`src/rtl/sertx_pkg.sv`:
```
package sertx_pkg;

    typedef enum logic [1:0] {
        FRM_DATA  = 2'd0,
        FRM_BREAK = 2'd1,
        FRM_IDLE  = 2'd2
    } frm_kind_e;

    typedef enum logic {
        PH_BODY = 1'b0,
        PH_STOP = 1'b1
    } phase_e;

    // stop length in oversampling ticks for a stop-code
    function automatic int unsigned stop_ticks(input logic [1:0] code, input int unsigned rate);
        case (code)
            2'b10:   return 2 * rate;
            2'b11:   return rate + rate / 2;
            default: return rate;
        endcase
    endfunction

endpackage

```
`src/rtl/sertx_ctrl.sv`:
```
module sertx_ctrl
    import sertx_pkg::*;
#(
    parameter int DATA_W = 8
) (
    input  logic              clk,
    input  logic              rst_n,
    input  logic              en,
    input  logic              brk_req,
    input  logic              bit9,
    input  logic              reg_sel,
    input  logic              reg_wr,
    input  logic              reg_rd,
    input  logic [DATA_W-1:0] reg_wdata,
    input  logic              ie_empty,
    input  logic              ie_done,
    input  logic              busy,
    input  logic              frame_end,
    output logic              en_rise,
    output logic              launch,
    output frm_kind_e         launch_kind,
    output logic [DATA_W:0]   launch_data,
    output logic              txe,
    output logic              tc,
    output logic              irq
);

    typedef struct packed {
        logic            en;
        logic            txe;
        logic            tc;
        logic            armed;
        logic            brk;
        logic [DATA_W:0] hold;
    } ctrl_t;

    ctrl_t cur_q, nxt_d;

    logic can_launch, dwr, swr, srd, direct, start_brk, start_buf, tc_set, tc_clr;

    always_comb begin
        nxt_d      = cur_q;
        en_rise    = en && !cur_q.en;
        can_launch = !busy && en && cur_q.en;
        dwr        = reg_wr && reg_sel;
        swr        = reg_wr && !reg_sel;
        srd        = reg_rd && !reg_sel;
        direct     = dwr && can_launch && !cur_q.brk && cur_q.txe;
        start_brk  = can_launch && cur_q.brk;
        start_buf  = can_launch && !cur_q.brk && !cur_q.txe;

        launch      = direct || start_brk || start_buf;
        launch_kind = start_brk ? FRM_BREAK : FRM_DATA;
        launch_data = direct ? {bit9, reg_wdata} : cur_q.hold;

        nxt_d.en = en;

        if (brk_req)        nxt_d.brk = 1'b1;
        else if (start_brk) nxt_d.brk = 1'b0;

        if (dwr && !direct) begin
            nxt_d.hold = {bit9, reg_wdata};
            nxt_d.txe  = 1'b0;
        end else if (start_buf) begin
            nxt_d.txe  = 1'b1;
        end

        if (srd)      nxt_d.armed = 1'b1;
        else if (dwr) nxt_d.armed = 1'b0;

        tc_set = frame_end && cur_q.txe && !cur_q.brk;
        tc_clr = (dwr && cur_q.armed) || (swr && !reg_wdata[1]);
        if (tc_set)      nxt_d.tc = 1'b1;
        else if (tc_clr) nxt_d.tc = 1'b0;
    end

    always_ff @(posedge clk or negedge rst_n) begin
        if (!rst_n) begin
            cur_q <= '{en: 1'b0, txe: 1'b1, tc: 1'b1, armed: 1'b0, brk: 1'b0, hold: '0};
        end else begin
            cur_q <= nxt_d;
        end
    end

    assign txe = cur_q.txe;
    assign tc  = cur_q.tc;
    assign irq = (cur_q.txe && ie_empty) || (cur_q.tc && ie_done);

    // a write that lands while the line is busy must occupy the buffer
    assert_busy_write_fills_R7: assert property (@(posedge clk) disable iff (!rst_n)
        (reg_wr && reg_sel && busy) |=> !txe);

    assert_direct_keeps_empty_R8: assert property (@(posedge clk) disable iff (!rst_n)
        (reg_wr && reg_sel && !busy && en && cur_q.en && !cur_q.brk && cur_q.txe) |=> (txe && busy));

    assert_done_on_last_frame_R9: assert property (@(posedge clk) disable iff (!rst_n)
        (frame_end && txe && !cur_q.brk) |=> tc);

    assert_status_write_clears_R10: assert property (@(posedge clk) disable iff (!rst_n)
        (reg_wr && !reg_sel && !reg_wdata[1] && !frame_end) |=> !tc);

endmodule

```
`src/rtl/sertx_frame.sv`:
```
module sertx_frame
    import sertx_pkg::*;
#(
    parameter int OS_RATE  = 16,
    parameter int DATA_W   = 8,
    parameter int LIN_BITS = 13
) (
    input  logic            clk,
    input  logic            rst_n,
    input  logic            os_tick,
    input  logic            en,
    input  logic            en_rise,
    input  logic            cfg_wide,
    input  logic            cfg_lin,
    input  logic [1:0]      cfg_stop,
    input  logic            launch,
    input  frm_kind_e       launch_kind,
    input  logic [DATA_W:0] launch_data,
    output logic            busy,
    output logic            frame_end,
    output logic            tx_out
);

    localparam int SUB_W    = (OS_RATE > 1) ? $clog2(OS_RATE) : 1;
    localparam int N_BODY   = DATA_W + 1;
    localparam int W_BODY   = DATA_W + 2;
    localparam int N_BRK    = DATA_W + 2;
    localparam int W_BRK    = DATA_W + 3;
    localparam int SH_W     = (LIN_BITS > W_BODY) ? LIN_BITS : W_BODY + 1;
    localparam int CNT_W    = $clog2(SH_W + 1);
    localparam int STOP_W   = $clog2(2 * OS_RATE + 1);

    typedef struct packed {
        logic              busy;
        phase_e            phase;
        logic [SH_W-1:0]   sh;
        logic [CNT_W-1:0]  left;
        logic [SUB_W-1:0]  sub;
        logic [STOP_W-1:0] stop_left;
        logic [1:0]        stop_code;
    } frm_t;

    frm_t cur_q, nxt_d;

    always_comb begin
        nxt_d     = cur_q;
        frame_end = 1'b0;
        if (en_rise) begin
            nxt_d.busy      = 1'b1;
            nxt_d.phase     = PH_BODY;
            nxt_d.sub       = '0;
            nxt_d.stop_code = cfg_stop;
            nxt_d.sh        = '1;
            nxt_d.left      = cfg_wide ? CNT_W'(W_BODY) : CNT_W'(N_BODY);
        end else if (en) begin
            if (launch) begin
                nxt_d.busy      = 1'b1;
                nxt_d.phase     = PH_BODY;
                nxt_d.sub       = '0;
                nxt_d.stop_code = cfg_stop;
                if (launch_kind == FRM_BREAK) begin
                    nxt_d.sh   = '0;
                    nxt_d.left = cfg_lin ? CNT_W'(LIN_BITS) : (cfg_wide ? CNT_W'(W_BRK) : CNT_W'(N_BRK));
                end else if (cfg_wide) begin
                    nxt_d.sh   = {{(SH_W-W_BODY){1'b1}}, launch_data, 1'b0};
                    nxt_d.left = CNT_W'(W_BODY);
                end else begin
                    nxt_d.sh   = {{(SH_W-N_BODY){1'b1}}, launch_data[DATA_W-1:0], 1'b0};
                    nxt_d.left = CNT_W'(N_BODY);
                end
            end else if (cur_q.busy && os_tick) begin
                if (cur_q.phase == PH_BODY) begin
                    if (cur_q.sub == SUB_W'(OS_RATE - 1)) begin
                        nxt_d.sub = '0;
                        nxt_d.sh  = {1'b1, cur_q.sh[SH_W-1:1]};
                        if (cur_q.left == CNT_W'(1)) begin
                            nxt_d.phase     = PH_STOP;
                            nxt_d.stop_left = STOP_W'(stop_ticks(cur_q.stop_code, OS_RATE));
                        end else begin
                            nxt_d.left = cur_q.left - CNT_W'(1);
                        end
                    end else begin
                        nxt_d.sub = cur_q.sub + SUB_W'(1);
                    end
                end else begin
                    if (cur_q.stop_left == STOP_W'(1)) begin
                        nxt_d.busy = 1'b0;
                        frame_end  = 1'b1;
                    end else begin
                        nxt_d.stop_left = cur_q.stop_left - STOP_W'(1);
                    end
                end
            end
        end
    end

    always_ff @(posedge clk or negedge rst_n) begin
        if (!rst_n) begin
            cur_q <= '{busy: 1'b0, phase: PH_BODY, sh: '1, left: '0, sub: '0,
                       stop_left: '0, stop_code: 2'b00};
        end else begin
            cur_q <= nxt_d;
        end
    end

    assign busy   = cur_q.busy;
    assign tx_out = (cur_q.busy && cur_q.phase == PH_BODY) ? cur_q.sh[0] : 1'b1;

    assert_start_bit_low_R2: assert property (@(posedge clk) disable iff (!rst_n)
        (launch && en && !en_rise && launch_kind == FRM_DATA) |=> !tx_out);

    assert_idle_frame_high_R5: assert property (@(posedge clk) disable iff (!rst_n)
        en_rise |=> (busy && tx_out));

    assert_break_low_R6: assert property (@(posedge clk) disable iff (!rst_n)
        (launch && en && !en_rise && launch_kind == FRM_BREAK) |=> !tx_out);

    assert_frozen_line_R12: assert property (@(posedge clk) disable iff (!rst_n)
        (!en && busy) |=> ($stable(tx_out) && busy));

endmodule

```
`src/rtl/sertx_top.sv`:
```
module sertx_top
    import sertx_pkg::*;
#(
    parameter int OS_RATE  = 16,
    parameter int DATA_W   = 8,
    parameter int LIN_BITS = 13
) (
    input  logic              clk,
    input  logic              rst_n,
    input  logic              os_tick,
    input  logic              cfg_en,
    input  logic              cfg_wide,
    input  logic              cfg_bit9,
    input  logic [1:0]        cfg_stop,
    input  logic              cfg_lin,
    input  logic              brk_req,
    input  logic              ie_empty,
    input  logic              ie_done,
    input  logic              reg_sel,
    input  logic              reg_wr,
    input  logic              reg_rd,
    input  logic [DATA_W-1:0] reg_wdata,
    output logic [DATA_W-1:0] reg_rdata,
    output logic              tx_out,
    output logic              irq
);

    logic            en_rise, launch, busy, frame_end, txe, tc;
    frm_kind_e       launch_kind;
    logic [DATA_W:0] launch_data;

    sertx_ctrl #(.DATA_W(DATA_W)) ctrl_i (
        .clk         (clk),
        .rst_n       (rst_n),
        .en          (cfg_en),
        .brk_req     (brk_req),
        .bit9        (cfg_bit9),
        .reg_sel     (reg_sel),
        .reg_wr      (reg_wr),
        .reg_rd      (reg_rd),
        .reg_wdata   (reg_wdata),
        .ie_empty    (ie_empty),
        .ie_done     (ie_done),
        .busy        (busy),
        .frame_end   (frame_end),
        .en_rise     (en_rise),
        .launch      (launch),
        .launch_kind (launch_kind),
        .launch_data (launch_data),
        .txe         (txe),
        .tc          (tc),
        .irq         (irq)
    );

    sertx_frame #(.OS_RATE(OS_RATE), .DATA_W(DATA_W), .LIN_BITS(LIN_BITS)) frame_i (
        .clk         (clk),
        .rst_n       (rst_n),
        .os_tick     (os_tick),
        .en          (cfg_en),
        .en_rise     (en_rise),
        .cfg_wide    (cfg_wide),
        .cfg_lin     (cfg_lin),
        .cfg_stop    (cfg_stop),
        .launch      (launch),
        .launch_kind (launch_kind),
        .launch_data (launch_data),
        .busy        (busy),
        .frame_end   (frame_end),
        .tx_out      (tx_out)
    );

    always_comb begin
        reg_rdata = '0;
        if (!reg_sel) begin
            reg_rdata[0] = txe;
            reg_rdata[1] = tc;
        end
    end

    // status reads expose only the two flags
    assert_status_layout_R1: assert property (@(posedge clk) disable iff (!rst_n)
        (!reg_sel) |-> ($countones(reg_rdata[DATA_W-1:2]) == 0));

endmodule

```
`config.mk`:
```
export PLATFORM = sky130hd
export DESIGN_NAME = sertx_top
export DESIGN_NICKNAME = d
export VERILOG_FILES = /design/src/rtl/sertx_pkg.sv /design/src/rtl/sertx_ctrl.sv /design/src/rtl/sertx_frame.sv /design/src/rtl/sertx_top.sv
export SDC_FILE = /design/constraint.sdc
export NUM_CORES = 1
export LEC_CHECK = 0
export BUFFER_PORTS_ARGS = -buffer_cell sky130_fd_sc_hd__buf_2
export CAP_MARGIN = 15
export CELL_PAD_IN_SITES_DETAIL_PLACEMENT = 0
export CELL_PAD_IN_SITES_GLOBAL_PLACEMENT = 2
export CORE_MARGIN = 2
export CORE_UTILIZATION = 33
export CTS_CLUSTER_SIZE = 28
export DETAILED_ROUTE_END_ITERATION = 10
export GPL_ROUTABILITY_DRIVEN = 0
export GPL_TIMING_DRIVEN = 0
export PLACE_DENSITY_LB_ADDON = 0.1
export SLEW_MARGIN = 15
export SYNTH_ARGS = -nofsm -noshare
export SYNTH_HDL_FRONTEND = slang
export SYNTH_SLANG_ARGS = --single-unit
```
`constraint.sdc`:
```
create_clock -name clk -period 1.6 [get_ports clk]
set_input_delay 0.32 -clock clk [delete_from_list [all_inputs] [get_ports clk]]
set_output_delay 0.32 -clock clk [all_outputs]
set_load 0.005 [all_outputs]
```
## Yosys cells after proc, flatten, opt, wreduce, memory -nomap -nowiden

Index checks and enable logic that the tools add are counted.

| storage, ports and cells | value |
|---|---|
| input bits | 23 |
| bits in registers | 45 |
| logic and storage cells | 121 |

| operators by class | value |
|---|---|
| add/sub/neg operators | 3 |
| multiplexer cells | 42 |
| reductions and logical operators | 51 |
| bitwise gates (word level) | 3 |
| equal/unequal tests | 9 |

Operators with widths:

| cell | number |
|---|---|
| two-way mux 23 bit | 2 |
| two-way mux 31 bit | 1 |
| two-way mux 6 bit | 5 |
| two-way mux 29 bit | 1 |
| two-way mux 22 bit | 1 |
| logical AND 1 bit | 21 |
| two-way mux 1 bit | 20 |
| two-way mux 18 bit | 1 |
| two-way mux 17 bit | 1 |
| nonzero test 2 bit | 8 |
| two-way mux 14 bit | 1 |
| two-way mux 4 bit | 3 |
| one-hot mux 6 bit (2 select lines) | 1 |
| nonzero test 3 bit | 4 |
| two-way mux 9 bit | 1 |
| two-way mux 2 bit | 4 |
| AND reduction 4 bit | 2 |
| zero test 1 bit | 7 |
| AND reduction 7 bit | 1 |
| == test 6 x 1 -> 1 bit (second input constant) | 1 |
| != test 3 bit (second input constant) | 2 |
| subtractor 6 x 1 -> 6 bit (second input constant) | 1 |
| AND reduction 5 bit | 1 |
| adder 4 x 1 -> 4 bit (second input constant) | 1 |
| 10 further kinds | 17 |

## Depth between registers and ports, before layout

Gate-level depths: netlist of the first run.

| depth | value |
|---|---|
| depth after elaboration | 14 |
| depth in mapped cells | 6 |

## Modules after synthesis

Synthesis of the first run repeated with hierarchy kept, for this count alone.

| unflattened totals | value |
|---|---|
| cell total of the unflattened synthesis | 269 |
| area total of the unflattened synthesis | 2702.6 um2 |

Modules (own cells, without submodules):

| module | area an instance (um2) | cells an instance | instances |
|---|---|---|---|
| sertx_frame | 1890.6 | 203 | 1 |
| sertx_ctrl | 750.7 | 57 | 1 |
| sertx_top | 61.3 | 9 | 1 |

## Worst setup path before layout of the first run

OpenSTA, ideal clock, no wires.

| path | value |
|---|---|
| path type | register -> register |
| start | register frame_i.cur_q[5] (netlist name) |
| end | register frame_i.cur_q[7] (netlist name) |
| library setup time | 0.126 ns |
| data arrival time | 1.565 ns |
| setup slack | -0.091 ns |
| cell stages (with the launch flop) | 5 |
| data required time | 1.474 ns |
| cell sequence | dfrtp_1 -> or3_4 -> nor3_1 -> mux2_2 -> a221o_1 |

| on the way | value |
|---|---|
| word-level cells in the longest chain between the ends | 3 |
| elaborated cells on any way between the ends | 6 |

RTL lines:

| what | RTL line | source |
|---|---|---|
| start: declaration | sertx_frame.sv:43 | `frm_t cur_q, nxt_d;` |
| start signal: assignment | sertx_frame.sv:99 | `cur_q <= '{busy: 1'b0, phase: PH_BODY, sh: '1, left: '0, sub: '0,` |
| start signal: assignment | sertx_frame.sv:102 | `cur_q <= nxt_d;` |
| subtractor 6 x 1 -> 6 bit / == test 6 x 1 -> 1 bit (equally long branches) | sertx_frame.sv:90, sertx_frame.sv:86 |  |
| two-way mux 6 bit / != test 2 bit (equally long branches) | n/a |  |
| two-way mux 6 bit / AND reduction 7 bit (equally long branches) | n/a |  |

Several ways; a longest one is shown, not always the timed one. The select of a mux whose other input is x is not followed.
A chain may end at the register's enable or synchronous reset.

## Worst setup path after layout of the first run

| path | value |
|---|---|
| start | register frame_i.cur_q[9] (netlist name) |
| end | register frame_i.cur_q[6] (netlist name) |

| on the way | value |
|---|---|
| word-level cells in the longest chain between the ends | 3 |

RTL lines:

| what | RTL line | source |
|---|---|---|
| == test 4 bit | sertx_frame.sv:73 | `if (cur_q.sub == SUB_W'(OS_RATE - 1)) begin` |
| nonzero test 2 bit (no line) | n/a |  |
| AND reduction 7 bit (no line) | n/a |  |

No other way between the ends.

==> impl_results.md, run 1 <==
- Outcome: complete, but fails checks
- Failing checks: negative setup slack
- CP required: 1810 ps
- Compound-cell area share of the yosys netlist: 20.9%
- Worst reg2reg path startpoint: frame_i.cur_q[9]
- DRT iter0 DRCs: 73
- Synth top area share: 29.9%
- Yosys cell types: 61
- Fin. Hold Viols: 0
- Clk_lat worst skew: 310 ps
- Pin count of the biggest net entering global routing: 46
- Avg Inst Size Synth: 10.5 sq um
- # DRC: 0
- Global-route usage over all layers: 16.6%
- Leakage: 1.58 nW
- WL/cell: 17.0 um
- Asr flop ratio synth: 100%
- Max Clock Skew: 12.6 ps
- Drt total wl: 7110 um
- Unrepaired setup endpoints after global routing: true
- Gr ovfl total: 0
- Reg area: 1150 sq um
- WHS: 178 ps
- FMAX: 0.596 GHz
- Ys Warns: 0
- Initial antenna violation count: 0
- Post-synth top cells: dfrtp_1 (30), nand2_1 (17), dfstp_2 (15)
- Post-synth EDFFs: 0
- Area growth, synth to finish: 42.9%
- Port Buf Inserts: 26
- CP arrival: 1890 ps
- Worst vdd ir: 0.369 mV
- Top_reg_cell synth: dfrtp_1
- Clk buf depth: 2
- Critical path endpoint: frame_i.cur_q[6]
- Worst path cell trace: ha_4, and3_4, buf_6, a21oi_2, or4b_1, o211a_1
- Overall power: 2.54 mW
- # IOs: 33
- Vert. Die Dim: 91.2 um
- First-pass GRT wire length: 11100 um
- Num CTS Buffers: 5
- Critical Path Start: frame_i.cur_q[9]
- Die Wd: 91.2 um
- CP max stage cell: or4b_1
- Root buf cell: clkbuf_8
- Final WS setup: -79.1 ps
- Core Area: 7290 sq um
- R2R cell count: 6
- Layout cells sized above 1: 49.7%
- Fillers: 727
- Number of diodes: 0
- Worst Tran Pin Value: 1040 ps
- Hold buffer count at CTS: 0
- Seq/Total Area, Yosys: 45.6%
- Die Area: 8320 sq um
- Final #Nets: 347
- Initial DRT Pass Iterations: 4
- Initial core utilization: 34.4%
- Avg Vias per Cell: 5.31
- Mapped Cells: 240
- WP buf/inv: 1
- Area leader, netlist: dfrtp_1
- CP Class: register to register
- Yosys reg bits: 45
- Mux cell area share after synthesis: 6.98%
- Vias: 2226
- Period minus WS final: 1680 ps
- Synth area leaders: dfrtp_1 (30%), dfstp_2 (16%), mux2_2 (5.4%)
- DP Area: 2810 sq um
- # H-tree levels: 2
- Main combinational cell family by area after synthesis: compound AO/OA/AOI/OAI gates
- Synthesized area: 2510 sq um
- Simple-Gate Fraction of Synth Area: 18.2%
- HPWL Detailed: 4480 um
- Slew HR: 30.5%
- # setup viols final: 8
- Most common cell in the netlist: dfrtp_1
- R2r setup slk: -80 ps
- Clock slew at reported path FFs: 100 ps
- Final core utilization: 49.2%
- Detail Route Antenna Nets: 0
- Type of the most critical hold path: input port to register
- Adder-Cell Fraction of Synth Area: 2.49%
- Crit Path Max Fanout: 7
- Num Clock Sinks: 45
- Final instance area: 3590 sq um
- Vias in the first global route: 2188
- Area of the multi-input gates: 1560 sq um
- CP Launch Type: register
- Critical path depth in cells: 6
- PwrDens: 708 nW/um^2
- CP max stage delay: 470 ps
- Post-route clock period utilization: 105%
- Capturing point of the worst reg2reg path: frame_i.cur_q[6]
- Row count: 31
- TritonCTS clock tree: done
- Delay-heaviest family, CP: simple AND/OR/NAND/NOR gates
- Crit end category: register
- Max-slew violation count: 0
- Max-cap viol count: 0
- Synth Area in XOR/XNOR: 0.349%
## cell usage in the layout (no fill, tap or decap), types with 4 or more instances in the layout
master | netlist | layout
mux2i_1 | 4 | 4
buf_4 | 6 | 35
buf_6 | 3 | 11
nor3_1 | 11 | 6
a22o_1 | 4 | 4
o31ai_1 | 5 | 4
inv_1 | 8 | 5
mux2_4 | 0 | 11
nor2b_1 | 5 | 4
conb_1 | 1 | 6
dfstp_2 | 15 | 15
nand3_1 | 8 | 4
nand2_1 | 17 | 15
nor3_4 | 0 | 5
a222oi_1 | 6 | 6
clkbuf_8 | 0 | 5
dfrtp_1 | 30 | 29
o21ai_0 | 9 | 7
a2bb2oi_1 | 6 | 5
buf_2 | 4 | 28
a21oi_1 | 13 | 11
nor2_1 | 11 | 10
## stage by stage
stage	setup slack (ps)	instances	TNS, ps
after CTS	-92.8	400	-219
after floorplan	-49.1	245	-91.0
after global placement	-465	370	-7850
after detailed placement	-409	370	-7900
after global routing	-184	419	-1650
final	-79.1	419	-358
## registers in the layout, summed over array words and instances (netlist names)
name	cells
ctrl_i.cur_q	12
ctrl_i.tc	1
ctrl_i.txe	1
frame_i.busy	1
frame_i.cur_q	30
## routing by layer
metal  up-vias  routed length, um  part of all wire (%)  global-route usage [%]
met5         -                  0                     0                       0
met4         0                 51                  0.72                    3.79
met3         6                230                   3.2                    2.74
met2        37               3570                    50                    28.5
met1      1125               3260                    46                    22.1
li1       1058                  -                     -                       -
## worst register-to-register path, delay by kind of cell, from the launching register on
| kind | cells | cell delay, ps |
|---|---|---|
| fa+ha+maj | 1 | 180 |
| compound gates | 2 | 220 |
| flops | 1 | 400 |
| simple gates | 2 | 650 |
| buf+inv | 1 | 130 |
## report_power, final
| group | switching (mW) | leakage (nW) | total (mW) | internal (mW) |
|---|---|---|---|---|
| clock | 0.451 | 0.0447 | 0.767 | 0.316 |
| combinational | 0.225 | 1.02 | 0.485 | 0.260 |
| sequential | 0.0662 | 0.517 | 1.29 | 1.22 |
## cell type report
class	count	share of cell area [%]
repair buffers	66	13.9
well taps	99	3.45
plain buffers	14	3.66
clock buffers	5	1.92
inverters	8	0.837
flip-flops and latches	45	31.9
multi-input cells	179	43.6
clock inverters	3	0.697
## timing repair
action | CTS | global route
buffers inserted | 21 | 17
gates resized for setup | 34 | 38
endpoints found under the setup margin | 39 | 27
pin swaps | 12 | 18
gates cloned | 1 | 2
## how the worst min path moves through the flow
stage	from	end	slack, ps	cells after the start
after global placement	frame_i.cur_q[25]	frame_i.cur_q[25]	460	2
final	brk_req	ctrl_i.cur_q[9]	180	2
after CTS	cfg_en	ctrl_i.cur_q[13]	180	1
after global routing	cfg_en	ctrl_i.cur_q[13]	180	1
after floorplan	rst_n	ctrl_i.cur_q[0]	20	0
after detailed placement	frame_i.cur_q[25]	frame_i.cur_q[25]	460	2
## logic make-up after synthesis
logic type,Yosys count
AO/OA/AOI/OAI,69
multiplexers,16
AND/OR/NAND/NOR,81
buffers and inverters,22
adder cells (fa/ha/maj),5
XOR/XNOR,1
flip-flops,45
other,1
Note: power is estimated with default switching activity, not from simulation.
==> run 2, diff against run 1 <==
Settings changed: CTS_BUF_LIST set to sky130_fd_sc_hd__clkbuf_4 sky130_fd_sc_hd__clkbuf_8 sky130_fd_sc_hd__clkbuf_16, SYNTH_HIERARCHICAL set to 1.
==> impl_results.md, run 2 <==
- Commonest cells after routing, fill and taps aside: buf_4 (35), dfrtp_1 (27), buf_2 (27)
- Final Instance Count excl. Fillers: 450
- Final core utilization: 48.6%
- Failing checks: negative setup slack
- Num Clock Sinks: 45
- Yosys cell types: 61
- Vert. Die Dim: 94.5 um
- Gr ovfl total: 0
- CP Class: register to register
- Pin count of the biggest net entering global routing: 46
- Layout cells sized above 1: 55.9%
- Top_reg_cell synth: dfrtp_1
- CP required: 1820 ps
- Area growth, synth to finish: 45.6%
- Leakage: 1.65 nW
- Yosys reg bits: 45
- CP arrival: 2050 ps
- Post-synth top cells: dfrtp_1 (30), nand2_1 (22), o21ai_0 (21)
- FMAX: 0.549 GHz
- Die Wd: 94.5 um
- Clock power frac: 32.1%
- # DRC: 0
- DP Area: 3080 sq um
- Worst Hold End: ctrl_i/cur_q[9]
- Worst Hold Launch: brk_req
- Period minus WS final: 1820 ps
- Final WS setup: -223 ps
- Largest register FFs: 30
- WHS: 215 ps
- TritonCTS clock tree: done
- Type of the most critical hold path: input port to register
- Die Area: 8930 sq um
- Int Pwr: 1.83 mW
- Avg Vias per Cell: 5.00
- PwrDens: 629 nW/um^2
- Synth top area share: 27.8%
- R2r setup slk: -220 ps
- R2R cell count: 6
- Global-route usage over all layers: 15.7%
- Synth area leaders: dfrtp_1 (28%), dfstp_2 (15%), mux2_2 (8.3%)
- Biggest register: frame_i/cur_q
- Drt total wl: 6760 um
- Worst hold path cell count: 2
- Clk_lat worst skew: 300 ps
- Port Buf Inserts: 26
- Most common cell in the netlist: dfrtp_1
- Fin. Hold Viols: 0
- # IOs: 33
- Synthesized area: 2700 sq um
- NetSw: 645 uW
- WL/cell: 15.0 um
- Row count: 33
- Capturing point of the worst reg2reg path: frame_i/cur_q[22]
- Post-synth EDFFs: 0
- Final #Nets: 372
- Initial DRT Pass Iterations: 4
- Vias in the first global route: 2187
- Area leader, netlist: dfrtp_1
- Vias: 2252
- Seq pwr share: 50.4%
- First-pass GRT wire length: 11000 um
- # H-tree levels: 2
- Initial core utilization: 33.4%
- Worst vdd ir: 0.354 mV
- Asr flop ratio synth: 100%
- Initial antenna violation count: 0
- Number of diodes: 0
- Dpl cells: 405
- CP Launch Type: register
- HPWL Detailed: 4470 um
- Crit end category: register
- Clk buf depth: 2
- Unrepaired setup endpoints after global routing: true
- Root buf cell: clkbuf_8
- Max-slew violation count: 0
- Commonest non-fill, non-tap cell in the layout: buf_4
- DRT iter0 DRCs: 61
- Max-cap viol count: 0
- Worst reg2reg path startpoint: ctrl_i/txe
- Switching fraction of total power: 26.0%
- Mapped Cells: 269
- Core Area: 8090 sq um
- Outcome: complete, but fails checks
- Final instance area: 3940 sq um
- Crit Path Max Fanout: 9
- Seq/Total Area, Yosys: 42.4%
- Max Clock Skew: 9.39 ps
- Clock slew at reported path FFs: 90 ps
- Overall power: 2.48 mW
- Largest registers: frame_i/cur_q x30, ctrl_i/cur_q x12
- Ys Warns: 6
- Num CTS Buffers: 5
- Comb pwr share: 17.5%
- Post-route clock period utilization: 114%
- Detail Route Antenna Nets: 0
- Avg Inst Size Synth: 10.0 sq um
- # setup viols final: 28
==> run 2: power by group through the flow <==
stage / Combinational [mW] / Sequential, mW / Clock, mW
floorplan: 0.232 / 1.26 / 0
global placement: 0.333 / 1.26 / 0
detailed placement: 0.334 / 1.27 / 0
CTS: 0.379 / 1.24 / 0.836
global route: 0.474 / 1.26 / 0.885
finish: 0.433 / 1.25 / 0.795
==> run 2: worst max-delay path, stage by stage, from the launching register on <==
cell and delay [ps]:
dfstp_2 540, nor2b_4 170, nor3b_2 210, buf_6 190
mux2_4 310, mux2i_1 210, o211ai_1 110
==> run 2: metrics by stage <==
step                      worst slack (ps)  setup TNS [ps]
final                                 -223           -3430
after global routing                  -299           -5810
after CTS                             -240           -3860
after detailed placement              -466           -9230
after global placement                -450          -10300
after floorplan                       -196           -1770
==> run 2: worst max-delay path by stage <==
stage | startpoint | to | slack [ps] | cells past startpoint
after floorplan | ctrl_i/txe | frame_i/cur_q[5] | -200 | 7
after global placement | frame_i/busy | frame_i/cur_q[12] | -450 | 7
after detailed placement | frame_i/cur_q[8] | frame_i/cur_q[12] | -470 | 5
after CTS | ctrl_i/txe | frame_i/cur_q[7] | -240 | 7
after global routing | frame_i/busy | frame_i/cur_q[22] | -300 | 6
final | ctrl_i/txe | frame_i/cur_q[22] | -220 | 6
==> run 2: final cells by class <==
class                      instances  area [sq um]
inverter                          12          50.0
clock buffer                       7          96.3
multi-input combinational        198          1840
tap                              105           131
fill                             794          4160
buffer                            18           183
timing repair buffer              64           482
sequential                        45          1150
clock inverter                     1          5.00
==> run 2: cell families after synthesis <==
logic type | count (synthesis) | share of synthesized area [%]
muxes | 31 | 12.4
DFF | 45 | 42.4
and+or+nand+nor | 85 | 17.9
other | 2 | 0.278
buffers and inverters | 31 | 6.16
AOI/OAI and AO/OA | 69 | 18.2
adders and majority gates | 6 | 2.69
==> run 2: routing by layer <==
metal	track usage, %	routed length (um)
met1	20.5	3150
met2	27.0	3360
met3	2.31	182
met4	4.47	77
met5	0	0
==> run 2: what timing repair did <==
action,CTS,global route
buffers inserted,20,14
resized for setup,49,53
gates cloned,1,1
pin swaps,13,25
hold endpoints to repair,0,11
setup endpoints to repair,33,33
hold buffers,0,1
